$ cat src/rtl/sag_pkg.sv
// Shared constants for the sag detector.
// Assumes nothing beyond elaboration-time use.
package sag_pkg;
    // smallest legal cycle setting; smaller settings are promoted to it
    localparam int unsigned CYC_MIN = 2;
    // levels at or under this value place the threshold at zero
    localparam int unsigned LVL_DEAD = 1;
endpackage

$ cat src/rtl/sag_level_cmp.sv
// Magnitude extraction and level comparison.
// Takes the absolute value of a two's complement sample, saturates the most
// negative code, keeps the upper LVL_W bits and compares them with the level.
// Assumes SMP_W >= LVL_W. Purely combinational.
module sag_level_cmp #(
    parameter int SMP_W = 24,
    parameter int LVL_W = 16
) (
    input  logic             clk,
    input  logic             rst_n,
    input  logic [SMP_W-1:0] smp_data,
    input  logic [LVL_W-1:0] sag_level,
    output logic [LVL_W-1:0] smp_mag,
    output logic             smp_below
);
    import sag_pkg::*;

    localparam logic [SMP_W-1:0] MOST_NEG = {1'b1, {(SMP_W-1){1'b0}}};
    localparam logic [SMP_W-1:0] MOST_POS = {1'b0, {(SMP_W-1){1'b1}}};

    logic [SMP_W-1:0] abs_val;

    // absolute value with saturation of the most negative code
    always_comb begin
        if (smp_data == MOST_NEG)
            abs_val = MOST_POS;
        else if (smp_data[SMP_W-1])
            abs_val = (~smp_data) + 1'b1;
        else
            abs_val = smp_data;
    end

    // keep the upper bits and compare against the level
    always_comb begin
        smp_mag   = abs_val[SMP_W-1 -: LVL_W];
        smp_below = (sag_level > LVL_W'(LVL_DEAD)) && (sag_level > smp_mag);
    end

    // a dead level never reports a below sample
    a_r2_dead_level: assert property (@(posedge clk) disable iff (!rst_n)
        (sag_level <= LVL_W'(LVL_DEAD)) |-> !smp_below);
    // the magnitude never shows the sign bit position set
    a_r1_mag_range: assert property (@(posedge clk) disable iff (!rst_n)
        !smp_mag[LVL_W-1]);
endmodule

$ cat src/rtl/sag_cycle_ctr.sv
// Line-cycle counter for the sag detector.
// Holds the latest below condition and counts zero-crossing pulses while it
// holds. Emits a one-cycle hit when the count reaches the effective setting.
// Assumes zc_pulse is at most one cycle wide per boundary.
module sag_cycle_ctr #(
    parameter int CYC_W = 8
) (
    input  logic             clk,
    input  logic             rst_n,
    input  logic             smp_valid,
    input  logic             smp_below,
    input  logic             zc_pulse,
    input  logic [CYC_W-1:0] sag_cycles,
    output logic             cyc_hit,
    output logic             cond_now
);
    import sag_pkg::*;

    localparam logic [CYC_W-1:0] CNT_MAX = {CYC_W{1'b1}};

    logic [CYC_W-1:0] cnt_q;
    logic             below_q;
    logic [CYC_W-1:0] target;
    logic             inc;
    logic [CYC_W:0]   cnt_plus;

    // condition seen this cycle: fresh sample wins over the held one
    always_comb begin
        cond_now = smp_valid ? smp_below : below_q;
        target   = (sag_cycles < CYC_W'(CYC_MIN)) ? CYC_W'(CYC_MIN) : sag_cycles;
        inc      = zc_pulse && cond_now;
        cnt_plus = {1'b0, cnt_q} + 1'b1;
        cyc_hit  = inc && (cnt_q != CNT_MAX) && (cnt_plus == {1'b0, target});
    end

    // hold the condition of the most recent valid sample
    always_ff @(posedge clk) begin
        if (!rst_n)
            below_q <= 1'b0;
        else if (smp_valid)
            below_q <= smp_below;
    end

    // count boundaries while below, clear on recovery, saturate at max
    always_ff @(posedge clk) begin
        if (!rst_n)
            cnt_q <= '0;
        else if (!cond_now)
            cnt_q <= '0;
        else if (inc && (cnt_q != CNT_MAX))
            cnt_q <= cnt_plus[CYC_W-1:0];
    end

    // a saturated count stays saturated while the condition holds
    a_r9_saturate: assert property (@(posedge clk) disable iff (!rst_n)
        (cnt_q == CNT_MAX && cond_now) |=> (cnt_q == CNT_MAX));
    // a valid sample that is not below empties the count
    a_r5_cnt_clear: assert property (@(posedge clk) disable iff (!rst_n)
        (smp_valid && !smp_below) |=> (cnt_q == '0));
    // a hit never arrives before two boundaries have been counted
    a_r4_min_two: assert property (@(posedge clk) disable iff (!rst_n)
        cyc_hit |-> (cnt_q != '0));
endmodule

$ cat src/rtl/sag_flag_ctl.sv
// Sticky sag flag and interrupt request.
// Sets on a counter hit, clears on a recovered sample or a host clear pulse.
// A hit in the same cycle as a host clear wins. Assumes sag_flag_clr is a pulse.
module sag_flag_ctl (
    input  logic clk,
    input  logic rst_n,
    input  logic cyc_hit,
    input  logic recover,
    input  logic sag_flag_clr,
    input  logic sag_irq_en,
    output logic sag_flag,
    output logic sag_irq
);
    logic flag_q;

    // flag update: set beats host clear, recovery clears
    always_ff @(posedge clk) begin
        if (!rst_n)
            flag_q <= 1'b0;
        else if (cyc_hit)
            flag_q <= 1'b1;
        else if (recover || sag_flag_clr)
            flag_q <= 1'b0;
    end

    // outputs
    always_comb begin
        sag_flag = flag_q;
        sag_irq  = flag_q && sag_irq_en;
    end

    // the flag only rises after a counter hit
    a_r3_rise_on_hit: assert property (@(posedge clk) disable iff (!rst_n)
        $rose(flag_q) |-> $past(cyc_hit));
    // a host clear without a hit leaves the flag low
    a_r7_w1c: assert property (@(posedge clk) disable iff (!rst_n)
        (sag_flag_clr && !cyc_hit) |=> !flag_q);
    // recovery leaves the flag low
    a_r5_recover: assert property (@(posedge clk) disable iff (!rst_n)
        recover |=> !flag_q);
endmodule

$ cat src/rtl/sag_detector.sv
// Line voltage sag detector top.
// Chains the magnitude comparator, the cycle counter and the flag control.
// Assumes zero crossings and filtering are produced outside the block.
module sag_detector #(
    parameter int SMP_W = 24,
    parameter int LVL_W = 16,
    parameter int CYC_W = 8
) (
    input  logic             clk,
    input  logic             rst_n,
    input  logic             smp_valid,
    input  logic [SMP_W-1:0] smp_data,
    input  logic             zc_pulse,
    input  logic [LVL_W-1:0] sag_level,
    input  logic [CYC_W-1:0] sag_cycles,
    input  logic             sag_irq_en,
    input  logic             sag_flag_clr,
    output logic             sag_flag,
    output logic             sag_irq
);
    logic [LVL_W-1:0] smp_mag;
    logic             smp_below;
    logic             cyc_hit;
    logic             cond_now;
    logic             recover;

    sag_level_cmp #(.SMP_W(SMP_W), .LVL_W(LVL_W)) u_cmp (
        .clk       (clk),
        .rst_n     (rst_n),
        .smp_data  (smp_data),
        .sag_level (sag_level),
        .smp_mag   (smp_mag),
        .smp_below (smp_below)
    );

    sag_cycle_ctr #(.CYC_W(CYC_W)) u_ctr (
        .clk        (clk),
        .rst_n      (rst_n),
        .smp_valid  (smp_valid),
        .smp_below  (smp_below),
        .zc_pulse   (zc_pulse),
        .sag_cycles (sag_cycles),
        .cyc_hit    (cyc_hit),
        .cond_now   (cond_now)
    );

    // a valid sample at or above the level ends the sag
    always_comb recover = smp_valid && !smp_below;

    sag_flag_ctl u_flag (
        .clk          (clk),
        .rst_n        (rst_n),
        .cyc_hit      (cyc_hit),
        .recover      (recover),
        .sag_flag_clr (sag_flag_clr),
        .sag_irq_en   (sag_irq_en),
        .sag_flag     (sag_flag),
        .sag_irq      (sag_irq)
    );

    // a hit can only come from a boundary under a below condition
    a_r3_hit_cond: assert property (@(posedge clk) disable iff (!rst_n)
        cyc_hit |-> (zc_pulse && cond_now));
    // with the enable low the request stays low
    a_r6_irq_gate: assert property (@(posedge clk) disable iff (!rst_n)
        !sag_irq_en |-> !sag_irq);
endmodule

$ cat config.mk
export PLATFORM = sky130hd
export DESIGN_NAME = sag_detector
export DESIGN_NICKNAME = d
export VERILOG_FILES = /design/src/rtl/sag_pkg.sv /design/src/rtl/sag_level_cmp.sv /design/src/rtl/sag_cycle_ctr.sv /design/src/rtl/sag_flag_ctl.sv /design/src/rtl/sag_detector.sv
export SDC_FILE = /design/constraint.sdc
export NUM_CORES = 1
export LEC_CHECK = 0
export BUFFER_PORTS_ARGS = -buffer_cell sky130_fd_sc_hd__buf_2
export CAP_MARGIN = 30
export CORE_AREA = 5 5 62 64
export DETAILED_ROUTE_END_ITERATION = 10
export DIE_AREA = 0 0 67 69
export PLACE_DENSITY = 0.85
export SKIP_CTS_REPAIR_TIMING = 1
export SKIP_LAST_GASP = 1
export SYNTH_ARGS = -nofsm -noshare
export SYNTH_HDL_FRONTEND = slang
export SYNTH_SLANG_ARGS = --single-unit
export TNS_END_PERCENT = 50
$ cat constraint.sdc
create_clock -name clk -period 4.4 [get_ports clk]
set_input_delay 1.1 -clock clk [delete_from_list [all_inputs] [get_ports clk]]
set_output_delay 1.1 -clock clk [all_outputs]
set_load 0.03 [all_outputs]
# Word-level counts from Yosys, hierarchy flattened

Cells that the tools add are included.

Flip-flop bits (word level): 10
Input port bits: 54
Output and inout bits: 2
Logic and storage cells: 28

Add/sub/neg operators: 2
Order comparisons: 3
Equal/unequal tests: 3
Multiplexer cells: 6
Bitwise gates (word level): 1
Reduce and logical (&&, ||, !) cells: 10

Operators by type and width:

| operator                                                        | count |
|---|---|
| two-way mux 24 bit                                              | 2 |
| adder 24 x 1 -> 24 bit (second input constant)                  | 1 |
| equality test 24 bit (second input constant)                    | 1 |
| NOT 24 bit                                                      | 1 |
| greater-than comparator 16 x 1 -> 1 bit (second input constant) | 1 |
| greater-than comparator 16 bit                                  | 1 |
| adder 8 x 1 -> 9 bit (second input constant)                    | 1 |
| equality test 9 x 8 -> 1 bit                                    | 1 |
| < comparator 8 x 2 -> 1 bit (second input constant)             | 1 |
| two-way mux 8 bit                                               | 1 |
| inequality test 8 bit (second input constant)                   | 1 |
| logical AND 1 bit                                               | 6 |
| two-way mux 1 bit                                               | 3 |
| AND reduction 2 bit                                             | 1 |
| nonzero test 2 bit                                              | 1 |
| zero test 1 bit                                                 | 1 |
| logical OR 1 bit                                                | 1 |

# Depth between registers and ports, before layout

Depth in word-level cells: 11
Gate-level depth with buffers: 15
Gate-level depth less buffers: 13

# Modules after synthesis

A second synthesis with hierarchy kept.

Cell total of the unflattened synthesis: 214
Area, all modules: 1735.4 um2

Modules (own cells, without submodules):

| module        | instances | cells each | area an instance (um2) | sequential area each (um2) |
|---|---|---|---|---|
| sag_level_cmp | 1         | 130        | 1012.2                 | 0.0 |
| sag_cycle_ctr | 1         | 79         | 661.9                  | 180.2 |
| sag_flag_ctl  | 1         | 4          | 47.5                   | 20.0 |
| sag_detector  | 1         | 1          | 13.8                   | 0.0 |

# Least setup slack after synthesis

No wires, ideal clock.

Path kind: input port to flip-flop
Start: input smp_data[7]
End: register u_ctr.cnt_q[0]
Arrival time: 3.780 ns
Path slack: 0.484 ns
Cell stages on the path: 15
Path buffers: 2
Cells stage by stage: nor4_4 > and4b_1 > buf_4 > nand2_2 > or3_4 > o31a_1 > o21ai_1 > ha_1 > nand4_1 > nor2_1 > a211o_1 > a211oi_1 > a211o_1 > clkbuf_1 > nor3_1

Word-level cells in the longest chain between the ends: 9

RTL lines:

| element                            | line                | RTL |
|---|---|---|
| from (decl)                        | sag_detector.sv:12  | `input logic [SMP_W-1:0] smp_data,` |
| NOT 24 bit                         | sag_level_cmp.sv:28 | `abs_val = (~smp_data) + 1'b1;` |
| adder 24 x 1 -> 24 bit             | sag_level_cmp.sv:28 |  |
| two-way mux 24 bit                 | sag_level_cmp.sv:27 | `else if (smp_data[SMP_W-1])` |
| two-way mux 24 bit (*)             | sag_level_cmp.sv:25 | `if (smp_data == MOST_NEG)` |
| greater-than comparator 16 bit (*) | sag_level_cmp.sv:36 | `smp_below = (sag_level > LVL_W'(LVL_DEAD)) && (sag_level > smp_mag);` |
| logical AND 1 bit (*)              | sag_level_cmp.sv:36 |  |
| two-way mux 1 bit (*)              | n/a                 |  |
| logical AND 1 bit                  | sag_cycle_ctr.sv:31 | `inc = zc_pulse && cond_now;` |
| logical AND 1 bit                  | sag_cycle_ctr.sv:50 | `else if (inc && (cnt_q != CNT_MAX))` |
| to (signal assigned)               | sag_cycle_ctr.sv:51 | `cnt_q <= cnt_plus[CYC_W-1:0];` |
| to (decl)                          | sag_cycle_ctr.sv:21 | `logic [CYC_W-1:0] cnt_q;` |

Mark *: on every way between the ends. The rest lies on a longest branch, timed or not.
A chain may end at the register's enable or synchronous reset.

# Worst setup path after layout

Start: input smp_data[7]
End: register u_ctr.cnt_q[6]

The elaborated chain is that of the path after synthesis.

==> flow_summary.ini <==
[yosys]
synth_cell_type_count = 50
ys.flop_type = dfxtp_1
synth_area_per_cell_sq_um = 7.47
syn_nets = 275
ys_warn_count = 0
syn_area_sq_um = 1520
synth_area_leaders = ha_1 14%, dfxtp_1 13%, xnor2_1 5.2%
yosysSeqAreaShare_pct = 13.1
yosys.area.top_type = ha_1
synthCells = 204
synth_edf_count = 0
synth.top_cell.area_share_pct = 14.0
postSynth.asyncResetShare_pct = 0
synth-seq-cells = 10

[clocking]
clk_pin_slew_worst_paths_ps = 60
h-tree-depth = 1
cts_tree = built
clockBufferDepth = 2
cts_buffers = 3
clock_sinks = 10
cts_root_buf = clkbuf_4
clock_latency_ps = 260

[layout]
nets = 329
antenna_cells = 0
area_delta_synth_final_pct = 21.8
drive_above_1_share_pct = 27.0
fill_cells = 311

[setup_path]
cp.arrival_ps = 4220
worst-setup-path-type = in -> reg
cp-start-kind = input pin
rr_startpoint = u_ctr.cnt_q[0]
end_kind = flip-flop
crit_start = smp_data[7]
crit_required_ps = 4580
cp_max_fo = 10

[drt]
vias_per_cell = 5.71
wirelength_um = 3720
wl_per_cell_um = 12.3
dr.pass1.iters = 4
ant_nets = 0
drtIter0Drc = 108
drc_errors = 0
num_vias = 1724

[timing]
maxSlewViolCount = 0
hold_viol = 0
fmax_ghz = 0.248
rsz0062_at_grt = false
tns_ps = 0
slew_headroom_pct = 58.5
fin_worst_skew_ps = 0.825
setup_violations = 0
worst_pin_slew_ps = 619
hold_slack_ps = 483
layout_min_cycle_time_ps = 4030
period_share_pct = 91.7

[power_and_ir_drop]
p_total_uw = 265
peakVddDrop_mv = 0.144
powerDensity_nw_per_um2 = 143
power_leakage_uw = 0.000740

[die]
rows = 21
die-area_sq_um = 4620
start_util_pct = 47.2
die_h_um = 69
pin_count = 56
dieWidth_um = 67
placeableCoreArea_sq_um = 3230

[place]
finalWeightedCongestion = 0.831
dp_hpwl_um = 3160
io_buffers = 55

[hold_path]
worstHoldStart = u_flag.sag_flag
hold_class = reg -> reg

[run_status]
status = finished clean

[global_routing]
grt_pass1_vias = 1477
grt_max_degree = 30
antenna_found_initial = 0
grt-ovfl-total = 0
grt_pass1_wl_um = 6040
grtUsageTotal_pct = 15.5

[flow_run]
drv_cap = 0
final timing paths:
path	end	slack [ps]	cells past startpoint
hold reg to reg	u_flag.sag_flag	480	2
hold / removal	u_flag.sag_flag	480	2
setup reg to reg	u_ctr.cnt_q[5]	2220	7
setup / recovery	u_ctr.cnt_q[6]	370	13
final cells by class:
type	count	area (sq um)	area share, %
multi-input cells	182	1270	68.6
repair buffers	56	283	15.2
flip-flops and latches	10	200	10.8
well taps	46	57.6	3.10
clock buffers	3	22.5	1.21
inverters	5	18.8	1.01
worst max-delay path, stage by stage:
cell and delay, ps:
buf_2 110, nor4_4 290, and4b_1 380, nand2_2 120, or3_1 370, o211ai_1 170
o21ai_0 120, ha_1 320, nand4_1 150, nor4_1 380, a211oi_1 120, a211o_1 370
nor3_1 220
Yosys cell counts (3+ instances only):
library cell	instances
a21boi_0	3
nand2_1	17
a21oi_1	12
inv_1	5
or3_1	5
ha_1	17
o21ai_0	14
o211ai_1	5
nor4_1	7
a211oi_1	3
o21a_1	5
nand3_1	9
xnor2_1	9
nor4_4	3
nand4_1	5
o22ai_1	3
xor2_1	4
clkbuf_1	5
nand2b_1	3
dfxtp_1	10
nor2_1	13
nor3_1	12
flip-flops by register name, indices dropped and copies added, names as in the netlist:
signal	cells
u_ctr.below_q	1
u_flag.sag_flag	1
u_ctr.cnt_q	8
cells by family (layout without fill, tap and decap cells):
kind of cell / count (synthesis) / in the layout / synth area share (%)
compound gates: 62 / 62 / 26.8
fa+ha+maj: 17 / 17 / 14.0
flops: 10 / 10 / 13.1
mux: 1 / 1 / 0.657
other cells: 1 / 1 / 0.246
buf+inv: 12 / 64 / 3.28
simple gates: 88 / 88 / 34.4
xor+xnor: 13 / 13 / 7.47
placed cells by master, fill, tap and decap left out, types with 3 or more instances in the layout:
master,netlist,routed
ha_1,17,17
clkbuf_4,0,3
nand2b_1,3,3
nand2_1,17,17
dfxtp_1,10,10
nor4_1,7,7
o21a_1,5,5
a21boi_0,3,3
xor2_1,4,4
a21oi_1,12,12
inv_1,5,5
a211oi_1,3,3
o22ai_1,3,3
nor3_1,12,12
o211ai_1,5,5
buf_2,1,55
o21ai_0,14,14
nand4_1,5,5
nor2_1,13,13
xnor2_1,9,9
or3_1,5,5
nand3_1,9,9
nor4_4,3,3
metal layers:
layer | wire length (um) | track usage, %
met5 | 0 | 0
met4 | 27 | 2.03
met3 | 270 | 3.25
met2 | 1770 | 26.9
met1 | 1650 | 19.8
power breakdown:
part / switching [uW] / total [uW] / internal [uW]
Combinational: 60.5 / 112 / 51.7
Clock: 27.6 / 59.0 / 31.4
Sequential: 1.58 / 93.7 / 92.1
metrics by stage:
step	util [%]	worst slack (ps)	cell area, sq um	instances
floorplan	-	484	1520	204
global placement	56.7	224	1830	299
detailed placement	56.7	98.4	1830	299
CTS	57.4	358	1860	302
global route	57.4	4.24	1860	302
finish	57.4	366	1860	302
Power figures use the tool's default switching activity.
